<file path="src/rtl/sertx_pkg.sv">
package sertx_pkg;

    // Character geometry: start + data + parity + two stops at most.
    localparam int DATA_W    = 8;
    localparam int MIN_LEN   = 5;
    localparam int FRAME_W   = DATA_W + 4;
    localparam int CNT_W     = $clog2(FRAME_W + 1);
    localparam int PRESC_W   = 6;
    localparam int LEN_SEL_W = 2;
    localparam int RATE_W    = 2;

    typedef enum logic [RATE_W-1:0] {
        RATE_X1  = 2'b00,
        RATE_X16 = 2'b01,
        RATE_X64 = 2'b10,
        RATE_X64_ALT = 2'b11
    } rate_e;

    typedef struct packed {
        logic [LEN_SEL_W-1:0] len;
        logic                 par_en;
        logic                 par_odd;
        logic                 two_stop;
        logic [RATE_W-1:0]    rate;
    } fmt_t;

    typedef struct packed {
        logic              full;
        logic [DATA_W-1:0] data;
    } hold_st_t;

    typedef struct packed {
        logic               busy;
        logic [FRAME_W-1:0] sh;
        logic [CNT_W-1:0]   left;
        logic [PRESC_W-1:0] last;
    } shift_st_t;

    // Last prescaler count of one bit time for a rate selection.
    function automatic logic [PRESC_W-1:0] rate_last(input logic [RATE_W-1:0] r);
        case (rate_e'(r))
            RATE_X1:  return PRESC_W'(0);
            RATE_X16: return PRESC_W'(15);
            default:  return PRESC_W'(63);
        endcase
    endfunction

endpackage

</file>
<file path="src/rtl/sertx_hold.sv">
module sertx_hold
    import sertx_pkg::*;
(
    input  logic              clk,
    input  logic              rst_n,
    input  logic              wr_valid,
    input  logic [DATA_W-1:0] wr_data,
    input  logic              take,
    output logic              full,
    output logic [DATA_W-1:0] data
);

    hold_st_t st_d, st_q;

    always_comb begin
        st_d = st_q;
        if (take) begin
            st_d.full = 1'b0;
        end
        // A write only lands in an empty buffer; a full one drops it.
        if (wr_valid && !st_q.full) begin
            st_d.full = 1'b1;
            st_d.data = wr_data;
        end
    end

    always_ff @(posedge clk or negedge rst_n) begin
        if (!rst_n) begin
            st_q <= '0;
        end else begin
            st_q <= st_d;
        end
    end

    assign full = st_q.full;
    assign data = st_q.data;

endmodule

</file>
<file path="src/rtl/sertx_bit_timer.sv">
module sertx_bit_timer
    import sertx_pkg::*;
(
    input  logic               clk,
    input  logic               rst_n,
    input  logic               restart,
    input  logic               run,
    input  logic [PRESC_W-1:0] last,
    output logic               bit_end
);

    logic [PRESC_W-1:0] cnt_d, cnt_q;

    assign bit_end = run && (cnt_q == last);

    always_comb begin
        cnt_d = cnt_q;
        if (restart) begin
            cnt_d = '0;
        end else if (run) begin
            cnt_d = bit_end ? '0 : cnt_q + 1'b1;
        end
    end

    always_ff @(posedge clk or negedge rst_n) begin
        if (!rst_n) begin
            cnt_q <= '0;
        end else begin
            cnt_q <= cnt_d;
        end
    end

endmodule

</file>
<file path="src/rtl/sertx_shifter.sv">
module sertx_shifter
    import sertx_pkg::*;
(
    input  logic              clk,
    input  logic              rst_n,
    input  logic              load,
    input  logic [DATA_W-1:0] data,
    input  fmt_t              fmt,
    output logic              txd,
    output logic              busy,
    output logic              frame_done
);

    shift_st_t          st_d, st_q;
    logic [FRAME_W-1:0] frame;
    logic [CNT_W-1:0]   total;
    logic               par;
    int                 nbits;
    logic               bit_end;

    // Assemble the whole character; positions past the stop bits stay 1.
    always_comb begin
        frame    = '1;
        frame[0] = 1'b0;
        par      = fmt.par_odd;
        nbits    = MIN_LEN + int'(fmt.len);
        for (int i = 0; i < DATA_W; i++) begin
            if (i < nbits) begin
                frame[1 + i] = data[i];
                par          = par ^ data[i];
            end
        end
        if (fmt.par_en) begin
            frame[1 + nbits] = par;
        end
        total = CNT_W'(2 + nbits + int'(fmt.par_en) + int'(fmt.two_stop));
    end

    sertx_bit_timer i_timer (
        .clk     (clk),
        .rst_n   (rst_n),
        .restart (load),
        .run     (st_q.busy),
        .last    (st_q.last),
        .bit_end (bit_end)
    );

    assign frame_done = st_q.busy && bit_end && (st_q.left == CNT_W'(1));

    always_comb begin
        st_d = st_q;
        if (load) begin
            st_d.busy = 1'b1;
            st_d.sh   = frame;
            st_d.left = total;
            st_d.last = rate_last(fmt.rate);
        end else if (st_q.busy && bit_end) begin
            if (st_q.left == CNT_W'(1)) begin
                st_d.busy = 1'b0;
                st_d.sh   = '1;
            end else begin
                st_d.sh   = {1'b1, st_q.sh[FRAME_W-1:1]};
                st_d.left = st_q.left - 1'b1;
            end
        end
    end

    always_ff @(posedge clk or negedge rst_n) begin
        if (!rst_n) begin
            st_q <= '{busy: 1'b0, sh: '1, left: '0, last: '0};
        end else begin
            st_q <= st_d;
        end
    end

    assign txd  = st_q.busy ? st_q.sh[0] : 1'b1;
    assign busy = st_q.busy;

endmodule

</file>
<file path="src/rtl/serial_tx_gated.sv">
module serial_tx_gated
    import sertx_pkg::*;
(
    input  logic                 clk,
    input  logic                 rst_n,
    input  logic                 tx_en,
    input  logic                 cts_n,
    input  logic [LEN_SEL_W-1:0] fmt_len,
    input  logic                 fmt_par_en,
    input  logic                 fmt_par_odd,
    input  logic                 fmt_two_stop,
    input  logic [RATE_W-1:0]    fmt_rate,
    input  logic                 wr_valid,
    input  logic [DATA_W-1:0]    wr_data,
    output logic                 txd,
    output logic                 buf_ready,
    output logic                 shifter_empty
);

    logic              hold_full;
    logic [DATA_W-1:0] hold_data;
    logic              busy;
    logic              frame_done;
    logic              send_ok;
    logic              start;
    fmt_t              fmt;

    assign fmt = '{len: fmt_len, par_en: fmt_par_en, par_odd: fmt_par_odd,
                   two_stop: fmt_two_stop, rate: fmt_rate};

    assign send_ok = tx_en && !cts_n;
    // Reload in the last stop cycle keeps characters gapless.
    assign start   = hold_full && send_ok && (!busy || frame_done);

    sertx_hold i_hold (
        .clk      (clk),
        .rst_n    (rst_n),
        .wr_valid (wr_valid),
        .wr_data  (wr_data),
        .take     (start),
        .full     (hold_full),
        .data     (hold_data)
    );

    sertx_shifter i_shift (
        .clk        (clk),
        .rst_n      (rst_n),
        .load       (start),
        .data       (hold_data),
        .fmt        (fmt),
        .txd        (txd),
        .busy       (busy),
        .frame_done (frame_done)
    );

    assign buf_ready     = !hold_full && send_ok;
    assign shifter_empty = !busy;

endmodule

</file>
<file path="config.mk">
export PLATFORM = sky130hd
export DESIGN_NAME = serial_tx_gated
export DESIGN_NICKNAME = d
export VERILOG_FILES = /design/src/rtl/sertx_pkg.sv /design/src/rtl/sertx_hold.sv /design/src/rtl/sertx_bit_timer.sv /design/src/rtl/sertx_shifter.sv /design/src/rtl/serial_tx_gated.sv
export SDC_FILE = /design/constraint.sdc
export NUM_CORES = 1
export LEC_CHECK = 0
export BUFFER_PORTS_ARGS = -buffer_cell sky130_fd_sc_hd__buf_2
export CAP_MARGIN = 30
export CORE_UTILIZATION = 40
export CTS_CLUSTER_SIZE = 8
export DETAILED_ROUTE_END_ITERATION = 7
export GPL_TIMING_DRIVEN = 0
export PLACE_DENSITY = 0.55
export SLEW_MARGIN = 15
export SYNTH_ARGS = -nofsm -noshare
export SYNTH_HDL_FRONTEND = slang
export SYNTH_SLANG_ARGS = --single-unit
</file>
<file path="constraint.sdc">
create_clock -name clk -period 3.55 [get_ports clk]
set_input_delay 0.71 -clock clk [delete_from_list [all_inputs] [get_ports clk]]
set_output_delay 0.71 -clock clk [all_outputs]
set_load 0.005 [all_outputs]
</file>
# --- Yosys cells after proc, flatten, opt, wreduce, memory -nomap -nowiden ---
# Index checks and enable logic that the tools add are counted.
op_classes:
  add_sub_neg: 7
  order_cmp: 10
  n_eq_ne: 4
  muxes: 32
  bitwise_logic: 8
  reduce_logical: 20
op_table:
  columns: ["cell", "count"]
  rows:
  - ["$lt A4 B32 Y1 const A", 4]
  - ["$lt A3 B32 Y1 const A", 2]
  - ["$mux W17", 2]
  - ["$add A2 B32 Y32 const A", 1]
  - ["$ge A32 B1 Y1 const B", 1]
  - ["$lt A1 B32 Y1 const A", 1]
  - ["$lt A2 B32 Y1 const A", 1]
  - ["$lt A32 B6 Y1 const B", 1]
  - ["$mux W1", 20]
  - ["$mux W6", 3]
  - ["$bwmux W12", 1]
  - ["$mux W12", 1]
  - ["$pmux W6 S2", 1]
  - ["$mux W11", 1]
  - ["$logic_and A1 B1 Y1", 9]
  - ["$mux W9", 1]
  - ["$add A4 B2 Y4", 2]
  - ["$reduce_bool A2 Y1", 4]
  - ["$xor A1 B1 Y1", 8]
  - ["$add A6 B1 Y6 const B", 1]
  - ["$eq A6 B6 Y1", 1]
  - ["$add A3 B2 Y4 const A", 1]
  - ["$add A3 B4 Y4 const A", 1]
  - ["$demux W1 S4", 1]
  - ["other kinds (9)", 12]
word_totals:
  ff_bits: 38
  word_cells: 88

# --- Depth between registers and ports, before layout ---
# Gate-level depths: netlist of run 1.
depth:
  ltp_word: 20
  ltp_mapped: 10
  mapped_depth_nobuf: 9

# --- Hierarchy ---
# Synthesis of run 1 repeated with hierarchy kept, for this count alone.
hier_totals:
  cells_unflattened: 196
  hier_area_um2: 2060.7
modules_own_cells:
  columns: ["mod", "instances", "cells_each", "area_per_inst_um2"]
  rows:
  - ["sertx_shifter", 1, 134, 1282.5]
  - ["sertx_bit_timer", 1, 37, 377.9]
  - ["sertx_hold", 1, 21, 374.1]
  - ["serial_tx_gated", 1, 4, 26.3]

# --- Least setup slack after synthesis of run 1 ---
# No wires, ideal clock.
synth_timing:
  path_type: "in2reg"
  startpoint: "input fmt_len[0]"
  endpoint: "register i_shift.st_q[17] in the netlist's numbering"
  arrival_ns: 2.385
  slack_ns: 1.080
  path_stages: 10
  n_path_buf: 1
  cell_sequence: "inv_1 > ha_1 > inv_1 > ha_1 > nor2b_1 > xnor2_1 > xnor3_1 > buf_2 > a311oi_1 > o21ai_0"
synth_via:
  elab_chain_cells: 20
  elab_cells_between_ends: 34
  cone_classes: "add/sub: 2; order compare: 10; mux: 14; bitwise: 7; reduce/logical: 1"
synth_lines:
  columns: ["item", "line", "rtl"]
  rows:
  - ["start, declared", "serial_tx_gated.sv:8", "input logic [LEN_SEL_W-1:0] fmt_len,"]
  - ["$add A3 B2 Y4 (*)", "sertx_shifter.sv:26", "nbits = MIN_LEN + int'(fmt.len);"]
  - ["$lt A1 B32 Y1", "sertx_shifter.sv:28", "if (i < nbits) begin"]
  - ["$mux W1", "sertx_shifter.sv:28", null]
  - ["$xor A1 B1 Y1", "sertx_shifter.sv:30", "par = par ^ data[i];"]
  - ["$mux W1", "sertx_shifter.sv:28", null]
  - ["$xor A1 B1 Y1", "sertx_shifter.sv:30", null]
  - ["$mux W1", "sertx_shifter.sv:28", null]
  - ["$xor A1 B1 Y1", "sertx_shifter.sv:30", null]
  - ["(+4 left out)", null, null]
  - ["$mux W1", "sertx_shifter.sv:28", null]
  - ["$xor A1 B1 Y1", "sertx_shifter.sv:30", null]
  - ["$mux W1", "sertx_shifter.sv:28", null]
  - ["$xor A1 B1 Y1", "sertx_shifter.sv:30", null]
  - ["$mux W1", "sertx_shifter.sv:28", null]
  - ["$bwmux W12", "sertx_shifter.sv:34", "frame[1 + nbits] = par;"]
  - ["$mux W12 (*)", "sertx_shifter.sv:33", "if (fmt.par_en) begin"]
  - ["$mux W17 (*)", "sertx_shifter.sv:52", "if (load) begin"]
  - ["end signal, assigned", "sertx_shifter.sv:70", "st_q <= '{busy: 1'b0, sh: '1, left: '0, last: '0};"]
  - ["end signal, assigned", "sertx_shifter.sv:72", "st_q <= st_d;"]
  - ["end, declared", "sertx_shifter.sv:14", "shift_st_t st_d, st_q;"]
# Mark *: on every way between the ends. The rest lies on a longest branch, timed or not.
# A chain may end at the register's enable or synchronous reset.

# --- Worst setup path after layout of run 1 ---
# Ends and elaborated chain as after synthesis.

==> results of run 1 <==
[worst max-delay path, stage by stage]
cell and delay (ns):
buf_2 0.13, inv_1 0.18, ha_1 0.21, inv_1 0.07, ha_1 0.21, nor2b_1 0.14
xnor2_1 0.20, xnor3_1 0.39, buf_2 0.20, a311oi_1 0.39, o21ai_0 0.12
[routing by layer]
layer	part of all wire	GRT usage	vias up
met3	0.030	0.03952	9
met2	0.45	0.2784	27
li1	-	-	883
met5	0	0	-
met1	0.50	0.2457	813
met4	0.020	0.05385	0
[cells in the mapped netlist (all sizes together) (4+ instances only)]
library cell  instances  area share
inv                  13       0.022
a211oi                4       0.013
nor3                  9       0.020
nor4                  6       0.020
ha                   14       0.079
a311oi                4       0.016
o21ai                12       0.029
or2                   4       0.011
nor2                 17       0.029
mux2                 10       0.051
dfrtp                22        0.25
dfstp                12        0.14
xnor2                 8       0.031
mux2i                 5       0.022
nand2                20       0.034
buf                   4       0.012
nand3                 4      0.0090
clkbuf                4      0.0067
nor2b                 5       0.014
a21oi                10       0.022
[logic make-up (layout without fill, tap and decap cells)]
kind of cell | Yosys count | after routing | synth area share
AOI/OAI and AO/OA | 54 | 54 | 0.1792
xor gates and xnor gates | 12 | 12 | 0.05337
adders and majority gates | 15 | 15 | 0.08764
buffers and inverters | 21 | 51 | 0.04045
DFF | 34 | 34 | 0.3888
muxes | 15 | 15 | 0.07304
and+or+nand+nor | 77 | 77 | 0.1775
[placed cells by master, fill, tap and decap left out, drive strengths merged, types with 2 or more instances in the layout]
master  instances
nor4            6
nor2b           5
buf            26
or3             2
nand2          20
mux2i           5
nor3            9
mux2           10
a21oi          10
a21boi          3
nor3b           3
or2             4
clkbuf         11
nand3b          2
a311oi          4
o21ai          12
xnor2           8
nand3           4
o31ai           3
xor2            3
inv            13
a211oi          4
dfrtp          22
nor2           17
a31oi           3
dfstp          12
a22oi           2
ha             14
[sequential cells by signal (all words and copies together) (netlist names)]
signal	cells
i_shift.i_timer.cnt_q	6
i_shift.busy	1
i_hold.full	1
i_hold.data	8
i_shift.st_q	18
[worst min path at each step]
stage	from	endpoint	slack [ns]
after floorplan	rst_n	i_hold.data[0]$_DFFE_PN0P_	0.41
after global placement	i_shift.st_q[10]$_DFFE_PN1P_	i_shift.st_q[10]$_DFFE_PN1P_	0.48
after detailed placement	i_shift.st_q[10]$_DFFE_PN1P_	i_shift.st_q[10]$_DFFE_PN1P_	0.48
after CTS	i_shift.st_q[10]$_DFFE_PN1P_	i_shift.st_q[10]$_DFFE_PN1P_	0.49
after global routing	i_shift.st_q[17]$_DFFE_PN1P_	i_shift.st_q[17]$_DFFE_PN1P_	0.51
final	rst_n	i_shift.i_timer.cnt_q[2]$_DFFE_PN0P_	0.48
[power by group]
part | total [W] | leakage [nW] | switching [W] | internal (W)
registers | 0.000407 | 0.379 | 0.00000867 | 0.000399
logic | 0.000153 | 0.655 | 0.0000853 | 0.0000681
clock network | 0.000371 | 0.0585 | 0.000142 | 0.000229
total | 0.000931 | 1.09 | 0.000236 | 0.000696
[cell type report]
type | instances | area (µm²)
well taps | 70 | 87.58
repair buffers | 22 | 110.1
flip-flops and latches | 34 | 865.8
plain buffers | 8 | 41.29
inverters | 13 | 48.80
clock inverters | 1 | 30.03
fillers | 538 | 2696
multi-input cells | 173 | 1271
clock buffers | 7 | 86.33
[per-stage QoR]
| stage | total power (W) | hold slack [ns] | setup slack [ns] | utilization |
|---|---|---|---|---|
| CTS | 0.0009437 | 0.4868 | 0.8405 | 0.4852 |
| detailed placement | 0.0005695 | 0.4778 | 0.5465 | 0.4630 |
| floorplan | 0.0005195 | 0.4144 | 1.080 | - |
| global placement | 0.0005680 | 0.4783 | 0.5610 | 0.4630 |
| global route | 0.0009746 | 0.5137 | 0.5882 | 0.4852 |
| finish | 0.0009314 | 0.4832 | 0.7999 | 0.4852 |
==> results.toml, run 1 <==
[placed_design]
hpwl_mm = 3.616
port_buffers = 22
dpl_cell_area_um2 = 2425
gp_congestion = 0.7857
placed_cells = 320

[critical_path]
crit_required_ns = 3.75
cp-endpoint = "i_shift.st_q[17]$_DFFE_PN1P_"
endpoint_kind = "register"
critPathMaxFanout = 10
worstReg2RegStart = "i_shift.st_q[6]$_DFFE_PN0P_"
cp_data_arrival_time_ns = 2.95
worstRegToRegCells = 7
reg2reg_slack_ns = 0.94
crit_start = "fmt_len[0]"
r2r_end = "i_shift.st_q[16]$_DFFE_PN1P_"
worstSetupPathType = "input pin to register"
start_kind = "input pin"

[floorplanning]
die-width_um = 76.62
die_h_um = 76.62
rows = 26
start_util = 0.4252
core_um2 = 5238
die-area_um2 = 5870
ioPinCount = 23

[yosys]
syn_nets = 263
ys.flop_type = "dfrtp_1"
postSynthAreaPerCell_um2 = 9.768
syn_area_um2 = 2227
synth_cell_types = 51
synth_edf_count = 0
ys_seq_area_frac = 0.3888
synth-async-reset-ratio = 1.000
synthCells = 228
ys_ff_latch = 34
ys.warnings.count = 0

[grt]
grt_pass1_vias = 1664
antenna_found_initial = 0
grt-ovfl-total = 0
grt_pass1_wl_mm = 8.183
grt_usage = 0.1784
grt_start_max_net_pins = 35

[clocking]
post-cts-setup-buffer-count = 0
cts_resized = 0
cts.sinks = 34
cts_tree = "built"
cts-buffers-inserted = 5
cts_root_buffer = "clkbuf_8"
htree_levels = 2
clkSlewWorstSetupHoldPaths_ns = 0.07
clock_latency_ns = 0.29
clockBufferDepth = 2
ctsHoldBuffers = 0

[hold_path]
hold_class = "input pin to asynchronous set/reset pin"

[sta]
finalSetupTns_ns = 0
min_period_ns = 2.750
hold_viol = 0
fin_skew_ns = 0.007627
min_period_over_period = 0.7747
tightest_slew_ns = 0.8776
setup_viol = 0
slew_headroom = 0.4136
fmax_ghz = 0.3636
rsz0062_at_grt = "no"
slew_viol_final = 0

[route]
drtIter0Drc = 74
wl_per_cell_um = 14.52
drc_errors = 0
vias = 1732
firstDrtPassIters = 4
vias_per_cell = 5.280
finalWirelength_mm = 4.763
antenna_left = 0

[run]
maxCapViolations = 0

[finish]
antennaDiodeCount = 0
final_area_um2 = 2541
stdcell_count = 328
drive_above_1_share = 0.2481
final_nets = 292
syn_to_final_growth_pct = 14.10

[pwr]
cellLeakagePower_nw = 1.092
powerDensity_nw_per_um2 = 366.5
ir_worst_vdd_uv = 283.1

[run_status]
status = "completed"
Note: power is estimated with default switching activity, not from simulation.
==> run 2: changes to the inputs <==
==> constraint.sdc (replaced) <==
create_clock -name clk -period 2.9 [get_ports clk]
set_input_delay 0.58 -clock clk [delete_from_list [all_inputs] [get_ports clk]]
set_output_delay 0.58 -clock clk [all_outputs]
set_load 0.005 [all_outputs]
==> run 2 against run 1 <==
Effect of this change: clock skew is 0.00070 ns higher; combinational power up 23%; global-route usage did not move; via count grew 0.29%; flip-flop and latch count is the same; register-to-register slack got worse by 0.36 ns; sequential power increased by 23%; worst setup slack got worse by 0.50 ns; largest power group unchanged.
==> results.toml, run 2 (synthesized netlist as in run 1, its figures left out) <==
[sta]
slew_viol_final = 0
rsz0062_at_grt = "no"
fmax_ghz = 0.3847
hold_ws_ns = 0.3532
slew_headroom = 0.4971
tightest_slew_ns = 0.7543
setup_viol = 0
fin_skew_ns = 0.008330
min_period_over_period = 0.8965
finalSetupTns_ns = 0
worst_slack_ns = 0.3003
hold_viol = 0
min_period_ns = 2.600

[finish]
drive_above_1_share = 0.2519
fill_cells = 536
final_nets = 292
final_common_cell = "buf_2"
multi_input_area_um2 = 1276
final_cell_mix = "buf_2, dfrtp_1, nand2_1, nor2_1, ha_1"
largest_reg_flops = 18
seqCellArea_um2 = 865.8
largest-register = "i_shift.st_q"
syn_to_final_growth_pct = 14.33
antennaDiodeCount = 0
stdcell_count = 328

[pwr]
ir_worst_vdd_uv = 346.6
powerDensity_nw_per_um2 = 447.8
p_total_w = 0.001140
cellLeakagePower_nw = 1.092

[placed_design]
gp_congestion = 0.7857
port_buffers = 22
hpwl_mm = 3.616
placed_cells = 320
dp_worst_setup_slack_ns = 0.02655

[hold_path]
hold_class = "input pin to asynchronous set/reset pin"

[route]
drtIter0Drc = 71
drc_errors = 0
antenna_left = 0
vias_per_cell = 5.296
finalWirelength_mm = 4.793
firstDrtPassIters = 4
vias = 1737
wl_per_cell_um = 14.61

[grt]
grt_start_max_net_pins = 35
grt_pass1_wl_mm = 8.183
grt_pass1_vias = 1664
grt-ovfl-total = 0
antenna_found_initial = 0
grt_usage = 0.1784

[floorplanning]
die_h_um = 76.62
ioPinCount = 23
die-area_um2 = 5870
core_um2 = 5238
start_util = 0.4252
die-width_um = 76.62
rows = 26

[clocking]
clkSlewWorstSetupHoldPaths_ns = 0.07
clockBufferDepth = 2
clock_latency_ns = 0.29
post-cts-setup-buffer-count = 0
ctsHoldBuffers = 0
cts_root_buffer = "clkbuf_8"
cts_tree = "built"
cts-buffers-inserted = 5
cts.sinks = 34
cts_resized = 0
htree_levels = 2

[critical_path]
worstReg2RegStart = "i_shift.st_q[6]$_DFFE_PN0P_"
cp_data_arrival_time_ns = 2.80
start_kind = "input pin"
worstSetupPathType = "input pin to register"
crit_start = "fmt_len[0]"
endpoint_kind = "register"
crit_required_ns = 3.10
critPathMaxFanout = 10

[run]
maxCapViolations = 0

[run_status]
status = "completed"
[run 2: cell count changes in the layout (fill, tap and decap cells not counted)]
cell	previous run	this run
nor3b_1	3	2
nor3b_2	0	1
[run 2: per-layer routing]
metal | share of wire | up-vias | track usage
li1 | - | 882 | -
met1 | 0.48 | 804 | 0.2457
met2 | 0.45 | 40 | 0.2784
met3 | 0.042 | 11 | 0.03952
met4 | 0.024 | 0 | 0.05385
met5 | 0 | - | 0
[run 2: where the power goes]
group	total [W]	leakage (nW)	internal, W	switching (W)
combinational	0.000188	0.655	0.0000834	0.000105
clock	0.000453	0.0585	0.000280	0.000173
sequential	0.000499	0.379	0.000488	0.0000107
[run 2: path summary, 6_finish.rpt]
check	cells after the start	end	slack, ns
max	11	i_shift.st_q[17]$_DFFE_PN1P_	0.30
min	1	i_shift.i_timer.cnt_q[2]$_DFFE_PN0P_	0.35
max reg2reg	7	i_shift.st_q[16]$_DFFE_PN1P_	0.58
min reg2reg	2	i_shift.st_q[17]$_DFFE_PN1P_	0.48
max in group asynchronous	1	i_shift.st_q[9]$_DFFE_PN0P_	2.06
min in group clk	2	i_shift.st_q[17]$_DFFE_PN1P_	0.48
[run 2: stage by stage]
step	utilization	instance area, µm²
after floorplan	-	2227
after detailed placement	0.4630	2425
after CTS	0.4852	2541
after global routing	0.4861	2546
final	0.4861	2546
after global placement	0.4630	2425
[run 2: layout make-up]
| cell class | count | share of cell area |
|---|---|---|
| buffer | 8 | 0.01622 |
| tap | 70 | 0.03440 |
| inverter | 13 | 0.01916 |
| clock buffer | 7 | 0.03391 |
| timing repair buffer | 22 | 0.04324 |
| sequential | 34 | 0.3400 |
| clock inverter | 1 | 0.01179 |
| multi-input combinational | 173 | 0.5012 |
[run 2: worst max-delay path, cell delays in order]
cell and delay (ns):
buf_2 0.13, inv_1 0.18, ha_1 0.21, inv_1 0.06
ha_1 0.21, nor2b_1 0.14, xnor2_1 0.20, xnor3_1 0.39
buf_2 0.20, a311oi_1 0.37, o21ai_0 0.12
==> run 3: changes to the inputs <==
--- a/config.mk
+++ b/config.mk
@@ -8,6 +8,7 @@
 export BUFFER_PORTS_ARGS = -buffer_cell sky130_fd_sc_hd__buf_2
 export CAP_MARGIN = 30
 export CORE_UTILIZATION = 40
+export CTS_BUF_LIST = sky130_fd_sc_hd__clkbuf_16
 export CTS_CLUSTER_SIZE = 8
 export DETAILED_ROUTE_END_ITERATION = 7
 export GPL_TIMING_DRIVEN = 0
==> run 3 against run 2 <==
Effect of this change: first-iteration DRC count is 23% higher; highest routed layer unchanged; critical endpoint unchanged; cell area up 1.8%; sequential share of layout area shrank 0.61 points; die area is the same; maximum frequency hardly changed; largest cell class unchanged.
==> results.toml, run 3 (synthesized netlist as in run 1, its figures left out) <==
[sta]
hold_viol = 0
slew_headroom = 0.4819
slew_viol_final = 0
min_period_ns = 2.599
fin_skew_ns = 0.005371
finalSetupTns_ns = 0
min_period_over_period = 0.8962
fmax_ghz = 0.3847
rsz0062_at_grt = "no"
setup_viol = 0
tightest_slew_ns = 0.7772

[finish]
drive_above_1_share = 0.2481
antennaDiodeCount = 0
multi_input_area_um2 = 1276
largest-register = "i_shift.st_q"
final_util = 0.4950
fill_cells = 525
final_common_cell = "buf_2"
syn_to_final_growth_pct = 16.40
seqCellArea_um2 = 865.8
final_nets = 292
largest_reg_flops = 18
final_cell_mix = "buf_2, dfrtp_1, nand2_1, nor2_1"

[clocking]
cts_root_buffer = "clkbuf_16"
clockBufferDepth = 2
htree_levels = 2
clkSlewWorstSetupHoldPaths_ns = 0.05
cts.sinks = 34
clock_latency_ns = 0.27
post-cts-setup-buffer-count = 0
cts_tree = "built"
cts-buffers-inserted = 5

[pwr]
clkPwrFrac = 0.458
cellLeakagePower_nw = 1.117
p_total_w = 0.001271
ir_worst_vdd_uv = 323.2
internal-power_w = 0.0009711
seq_power_share = 0.393
p_comb_frac = 0.149
powerDensity_nw_per_um2 = 490.3
p_sw_w = 0.0003001
netSwitchingFraction = 0.2361

[placed_design]
gp_congestion = 0.7857
port_buffers = 22
hpwl_mm = 3.616

[critical_path]
path_cells = "buf_2, inv_1, ha_1, inv_1, ha_1, nor2b_1, xnor2_1, xnor3_1, buf_2, a311oi_1, o21ai_0"
crit_start = "fmt_len[0]"
path_delay_family = "buffers and inverters"
crit_required_ns = 3.09
cp_data_arrival_time_ns = 2.79
start_kind = "input pin"
path_buf_inv = 4
worstReg2RegStart = "i_shift.st_q[6]$_DFFE_PN0P_"
critPathMaxFanout = 10
r2r_end = "i_shift.st_q[16]$_DFFE_PN1P_"
worst-path-stages = 11
max_stage_delay_ns = 0.39
endpoint_kind = "register"
reg2reg_slack_ns = 0.57
worstRegToRegCells = 7
worst_path_max_delay_cell = "xnor3_1"
worstSetupPathType = "input pin to register"
cp-endpoint = "i_shift.st_q[17]$_DFFE_PN1P_"

[floorplanning]
core_um2 = 5238
die-area_um2 = 5870
die_h_um = 76.62
start_util = 0.4252
ioPinCount = 23
die-width_um = 76.62
rows = 26

[route]
drc_errors = 0
firstDrtPassIters = 4
drt-met1-wl_mm = 2.365
vias_per_cell = 5.287
vias = 1734
met2WireLength_mm = 2.279
wl_per_cell_um = 14.77
antenna_left = 0
drtIter0Drc = 87
highest_layer = "met4"
met3_wirelength_um = 122
finalWirelength_mm = 4.843

[grt]
grt_start_max_net_pins = 35
grt-ovfl-total = 0
grt_pass1_wl_mm = 8.252
grt_pass1_vias = 1670
grt_usage = 0.1807
antenna_found_initial = 0

[run]
maxCapViolations = 0

[hold_path]
hold_class = "input pin to asynchronous set/reset pin"

[run_status]
status = "completed"
run 3: layout make-up:
cell class              instances  share of cell area
inverters                      13             0.01882
well taps                      70             0.03378
clock inverters                 3             0.01448
multi-input cells             173              0.4923
flip-flops and latches         34              0.3340
plain buffers                   8             0.01593
repair buffers                 22             0.04247
clock buffers                   5             0.04826
run 3: worst min-delay path by stage:
stage	startpoint	to	slack (ns)	cells past startpoint
2_1_floorplan	rst_n	i_hold.data[0]$_DFFE_PN0P_	0.28	0
3_3_place_gp	i_shift.st_q[10]$_DFFE_PN1P_	i_shift.st_q[10]$_DFFE_PN1P_	0.48	2
3_5_place_dp	i_shift.st_q[10]$_DFFE_PN1P_	i_shift.st_q[10]$_DFFE_PN1P_	0.48	2
4_1_cts	rst_n	i_shift.i_timer.cnt_q[2]$_DFFE_PN0P_	0.41	1
5_1_grt	rst_n	i_shift.i_timer.cnt_q[2]$_DFFE_PN0P_	0.45	1
6_report	rst_n	i_shift.st_q[3]$_DFFE_PN0P_	0.38	1
run 3: repair_timing:
action                     4_1_cts  5_1_grt
hold buffers                     0        0
setup endpoints to repair        0        1
gates resized for setup          0        1
run 3: metrics by stage:
step	setup slack (ns)	instances	cell area (µm²)	hold slack, ns
2_1_floorplan	0.5602	228	2227	0.2844
3_3_place_gp	0.04100	320	2425	0.4783
3_5_place_dp	0.02655	320	2425	0.4778
4_1_cts	0.3032	328	2587	0.4082
5_1_grt	0.09314	328	2592	0.4452
6_report	0.3009	328	2592	0.3846
run 3: routing by layer:
| metal | vias to the layer above | GRT usage |
|---|---|---|
| met5 | - | 0 |
| met4 | 0 | 0.05385 |
| met3 | 6 | 0.04311 |
| met2 | 32 | 0.2829 |
| met1 | 812 | 0.2464 |
| li1 | 884 | - |
run 3: power groups by stage:
stage	Sequential (W)	Combinational [W]	Clock, W
global placement	0.000507	0.000188	0
global route	0.000501	0.000204	0.000624
finish	0.000500	0.000190	0.000582
CTS	0.000500	0.000190	0.000598
floorplan	0.000504	0.000132	0
detailed placement	0.000508	0.000189	0
